**config.mk**
```make
export PLATFORM = sky130hd
export DESIGN_NAME = evq_poster
export DESIGN_NICKNAME = d
export VERILOG_FILES = /design/src/rtl/evq_pkg.sv /design/src/rtl/evq_ctrl.sv /design/src/rtl/evq_datapath.sv /design/src/rtl/evq_poster.sv
export SDC_FILE = /design/constraint.sdc
export NUM_CORES = 1
export LEC_CHECK = 0
export ABC_AREA = 1
export BUFFER_PORTS_ARGS = -buffer_cell sky130_fd_sc_hd__buf_2
export CAP_MARGIN = 30
export CORE_UTILIZATION = 45
export DETAILED_ROUTE_END_ITERATION = 10
export GPL_TIMING_DRIVEN = 0
export PLACE_DENSITY_LB_ADDON = 0.2
export SYNTH_ARGS = -nofsm -noshare
export SYNTH_HDL_FRONTEND = slang
export SYNTH_SLANG_ARGS = --single-unit
```
**constraint.sdc**
```tcl
create_clock -name clk -period 3.69 [get_ports clk]
set_input_delay 0 -clock clk [delete_from_list [all_inputs] [get_ports clk]]
set_output_delay 0 -clock clk [all_outputs]
set_load 0.01 [all_outputs]
```
**src/rtl/evq_pkg.sv**
```systemverilog
package evq_pkg;
  localparam int NUM_Q   = 8;
  localparam int PRIO_W  = $clog2(NUM_Q);
  localparam int IDX_W   = 10;
  localparam int ENTRY_W = 32;

  // Strobes from control to datapath
  typedef struct packed {
    logic              post;
    logic              drop;
    logic [PRIO_W-1:0] prio;
  } evq_strobe_t;
endpackage

```
**src/rtl/evq_ctrl.sv**
```systemverilog
module evq_ctrl
  import evq_pkg::*;
(
  input  logic              clk,
  input  logic              rstN,
  input  logic              evtValid,
  input  logic [PRIO_W-1:0] evtPrio,
  input  logic [NUM_Q-1:0]  qEnable,
  output evq_strobe_t       strb,
  output logic [NUM_Q-1:0]  dropFlag
);
  logic selEnabled;

  assign selEnabled = qEnable[evtPrio];

  always_comb begin
    strb.post = evtValid & selEnabled;
    strb.drop = evtValid & ~selEnabled;
    strb.prio = evtPrio;
  end

  for (genvar q = 0; q < NUM_Q; q++) begin : gDrop
    always_ff @(posedge clk) begin
      if (!rstN)
        dropFlag[q] <= 1'b0;
      else if (strb.drop && (strb.prio == PRIO_W'(q)))
        dropFlag[q] <= 1'b1;
    end


    drop_sticky_chk: assert property (@(posedge clk) disable iff (!rstN)
      dropFlag[q] |=> dropFlag[q]);
  end
endmodule

```
**src/rtl/evq_datapath.sv**
```systemverilog
module evq_datapath
  import evq_pkg::*;
#(
  parameter int PAGE_W = 20,
  parameter int IRQ_W  = 10,
  localparam int ADDR_W = PAGE_W + IDX_W + 2
)(
  input  logic                    clk,
  input  logic                    rstN,
  input  evq_strobe_t             strb,
  input  logic [NUM_Q-1:0]        qEnable,
  input  logic [IRQ_W-1:0]        evtIrq,
  input  logic [NUM_Q*PAGE_W-1:0] qBasePages,
  output logic                    memWrEn,
  output logic [ADDR_W-1:0]       memAddr,
  output logic [ENTRY_W-1:0]      memData
);
  localparam int PAD_W = ENTRY_W - 1 - IRQ_W;
  localparam logic [IDX_W-1:0] LAST_IDX = '1;

  logic [IDX_W-1:0]  idxQ  [NUM_Q];
  logic              genQ  [NUM_Q];
  logic [PAGE_W-1:0] pageQ [NUM_Q];

  for (genvar q = 0; q < NUM_Q; q++) begin : gQueue
    logic hit;
    assign hit = strb.post && (strb.prio == PRIO_W'(q));
    assign pageQ[q] = qBasePages[q*PAGE_W +: PAGE_W];

    always_ff @(posedge clk) begin
      if (!rstN || !qEnable[q]) begin
        idxQ[q] <= '0;
        genQ[q] <= 1'b1;
      end else if (hit) begin
        idxQ[q] <= idxQ[q] + 1'b1;
        if (idxQ[q] == LAST_IDX)
          genQ[q] <= ~genQ[q];
      end
    end


    disabled_hold_chk: assert property (@(posedge clk) disable iff (!rstN)
      !qEnable[q] |=> (idxQ[q] == '0 && genQ[q]));

    gen_flip_at_wrap_chk: assert property (@(posedge clk) disable iff (!rstN)
      (qEnable[q] && $past(qEnable[q]) && genQ[q] != $past(genQ[q])) |-> idxQ[q] == '0);
  end

  always_ff @(posedge clk) begin
    if (!rstN) begin
      memWrEn <= 1'b0;
      memAddr <= '0;
      memData <= '0;
    end else begin
      memWrEn <= strb.post;
      if (strb.post) begin
        memAddr <= {pageQ[strb.prio], idxQ[strb.prio], 2'b00};
        memData <= {genQ[strb.prio], {PAD_W{1'b0}}, evtIrq};
      end
    end
  end


  post_to_write_chk: assert property (@(posedge clk) disable iff (!rstN)
    strb.post |=> memWrEn);

  no_spurious_write_chk: assert property (@(posedge clk) disable iff (!rstN)
    !strb.post |=> !memWrEn);
endmodule

```
**src/rtl/evq_poster.sv**
```systemverilog
module evq_poster
  import evq_pkg::*;
#(
  parameter int PAGE_W = 20,
  parameter int IRQ_W  = 10,
  localparam int ADDR_W = PAGE_W + IDX_W + 2
)(
  input  logic                    clk,
  input  logic                    rstN,
  input  logic                    evtValid,
  input  logic [PRIO_W-1:0]       evtPrio,
  input  logic [IRQ_W-1:0]        evtIrq,
  input  logic [NUM_Q-1:0]        qEnable,
  input  logic [NUM_Q*PAGE_W-1:0] qBasePages,
  output logic                    memWrEn,
  output logic [ADDR_W-1:0]       memAddr,
  output logic [ENTRY_W-1:0]      memData,
  output logic [NUM_Q-1:0]        dropFlag
);
  evq_strobe_t strb;

  evq_ctrl u_ctrl (
    .clk(clk), .rstN(rstN), .evtValid(evtValid), .evtPrio(evtPrio),
    .qEnable(qEnable), .strb(strb), .dropFlag(dropFlag)
  );

  evq_datapath #(.PAGE_W(PAGE_W), .IRQ_W(IRQ_W)) u_dp (
    .clk(clk), .rstN(rstN), .strb(strb), .qEnable(qEnable),
    .evtIrq(evtIrq), .qBasePages(qBasePages),
    .memWrEn(memWrEn), .memAddr(memAddr), .memData(memData)
  );


  disabled_no_write_chk: assert property (@(posedge clk) disable iff (!rstN)
    (evtValid && !qEnable[evtPrio]) |=> !memWrEn);

  disabled_sets_drop_chk: assert property (@(posedge clk) disable iff (!rstN)
    (evtValid && !qEnable[evtPrio]) |=> dropFlag[$past(evtPrio)]);
endmodule

```
==> reports/qor.yml <==
status: "completed"
drtIter0Drc: 708
skew_ns: 0.00649
hold_viol: 0
dp.final_hpwl_mm: 22.3
n_fill_cell: 1840
nets: 1748
r2r_slack_ns: 1.79
yosysTopAreaCell: "edfxtp_1"
synth_area_leaders: "edfxtp_1, nand2_1, dfxtp_1"
pre_cts_ws_ns: 1.70
period_minus_slack_ns: 2.17
clk_pin_slew_ns: 0.06
synth-edff-count: 87
drc: 0
path_class: "input pin to flop"
cts_root_buffer: "clkbuf_16"
relSlewSlack: 0.573
rows: 50
dr.pass1.iters: 5
critPathLaunchType: "input pin"
antenna_found_initial: 8
synth_most_common_cell: "nand2_1"
crit_family: "buffers and inverters"
tightestPinTransition_ns: 0.641
ys.flop_type: "edfxtp_1"
wire_per_inst_um: 15.9
crit_arrival_ns: 2.54
p_leak_nw: 5.35
area_delta_synth_final_pct: 28.3
antenna_left: 0
critPathMaxStageDelay_ns: 0.57
netlist_area_mm2: 0.00884
cp-end-kind: "flop"
fin_setup_tns_ns: 0
tritoncts: "yes"
initial_core_util: 0.466
crit_chain: "dlygate4sd3_1, buf_2, inv_1, nand2_1, inv_1, buf_4, buf_2, nand2_1, nand4_1, nand2_1, nand2_1, dlygate4sd3_1, nor2_1, nor2_1"
timing.fmax_mhz: 462
required_ns: 4.06
fin_crit_sh: 0.587
insertion_delay_ns: 0.43
total_power_mw: 4.36
synth_top_area_share: 0.296
dieHeight_um: 142
synth_commonest_cells: "nand2_1, nor2_1, inv_1"
cts_setup_buffers: 0
multi_input_area_mm2: 0.00441
clk_path_buf_depth: 2
die-area_mm2: 0.0202
cpMaxStageDelayCell: "dlygate4sd3_1"
synth.yosys.seq_area_share: 0.411
regArea_mm2: 0.00363
core_mm2: 0.0190
vias: 9416
slew_violations: 0
clock_sinks: 138
setup_ws_ns: 1.52
cap_violations: 0
gr-total-overflow: 0
gp_congestion: 0.921
ir_drop_v: 0.000363
grt_use_total: 0.290
min_path_type: "input pin to flop"
async_reset_ff_frac: 0
ys_types: 37
crit_fanout: 10
grt_max_degree: 17
drive_above_1_share: 0.219
synth_warnings: 0
cts-resized-gates: 0
avgSynthCellArea_um2: 7.03
setup_violations: 0
synth-seq-cells: 138
ios: 257
grt_pass1_wl_mm: 44.5
portBuffers: 231
vias_per_cell: 5.13
worst_path_most_repeated_cell: "nand2_1"
power_density_mw_per_mm2: 384
rsz0062_at_grt: "no"
syn_inst: 1258
cts_made_buffers: 17
routed_wl_mm: 29.2
critPathBufInv: 7
htreeDepth: 4
die_w_um: 142
grt_pass1_vias: 8629
cells by family (layout without fill, tap and decap cells):
kind of cell    count (synthesis)  count (layout)  share of synthesized area
simple gates                  841             841                      0.411
buf+inv                       188             477                     0.0995
flops                         138             138                      0.411
xor+xnor                       42              42                     0.0416
compound gates                 40              40                     0.0255
fa+ha+maj                       8               8                     0.0113
other cells                     1              31                   0.000424
metal layers:
layer	vias up	share of wire	GRT usage
li1	4644	-	-
met1	4272	0.42	0.374
met2	426	0.46	0.469
met3	74	0.080	0.0474
met4	0	0.039	0.148
met5	-	0	0
metrics by stage:
step	std cells	util	instance area [um^2]	hold slack, ns
2_1_floorplan	1280	-	8920	0.175
3_3_place_gp	1771	0.549	10400	0.284
3_5_place_dp	1771	0.549	10400	0.291
4_1_cts	1829	0.597	11300	0.000545
5_1_grt	1837	0.598	11300	0.0330
6_report	1837	0.598	11300	0.0105
area by class of cell:
type | instances | area share
Timing Repair Buffer | 257 | 0.125
Buffer | 86 | 0.0438
Sequential cell | 138 | 0.320
Multi-Input combinational cell | 954 | 0.389
Tap cell | 260 | 0.0287
Clock buffer | 23 | 0.0498
Clock inverter | 9 | 0.00795
Antenna cell | 8 | 0.00177
Inverter | 102 | 0.0338
where the power goes:
group          total [mW]  switching (mW)  internal (mW)
Clock                1.87           0.716           1.16
Combinational       0.689           0.411          0.278
Sequential           1.80          0.0752           1.72
Total                4.36            1.20           3.15
placed cells by master, fill, tap and decap left out, drive strengths merged:
cell type	netlist	final
clkinv	1	5
a31oi	1	1
nand3	37	37
dlygate4sd3	0	26
edfxtp	87	87
nor3b	5	5
nor2	119	119
xnor2	11	11
nor3	61	61
buf	70	301
a21oi	22	22
o21bai	2	2
xor2	31	31
bufinv	0	1
o21ai	8	8
nand2	513	513
or2	4	4
conb	1	23
nand3b	4	4
nor4	5	5
o21a	2	2
and3	2	2
nand4	91	91
dfxtp	51	51
ha	8	8
clkbuf	16	39
a211oi	1	1
a31o	1	1
a21boi	3	3
inv	101	105
diode	0	8
what timing repair did:
item / CTS / global route
setup endpoints to repair: 0 / 0
hold endpoints to repair: 28 / 0
hold buffers: 26 / 0
worst reg2reg max path: stages, from the launching register on:
cell and delay, ns:
edfxtp_1 0.45, ha_1 0.20, nand2_1 0.06, inv_1 0.08, nand2_1 0.07, nor2_1 0.17
nand3_1 0.13, nor3_1 0.29, nand2_1 0.09, nand2_1 0.07
registers in the layout (all words and copies together), names as in the netlist:
register         flops
u_dp.memWrEn         1
u_dp.idxQ           80
u_dp.memAddr        30
u_dp.memData        11
u_ctrl.dropFlag      8
u_dp.genQ            8
final timing paths:
kind,start,endpoint,cells past startpoint
max,evtPrio[1],u_dp.memAddr[25],14
min,qBasePages[106],u_dp.memAddr[18],7
max reg2reg,u_dp.idxQ[7][0],u_dp.genQ[7],9
min reg2reg,u_dp.memData[3],u_dp.memData[3],2
Power figures use the tool's default switching activity.
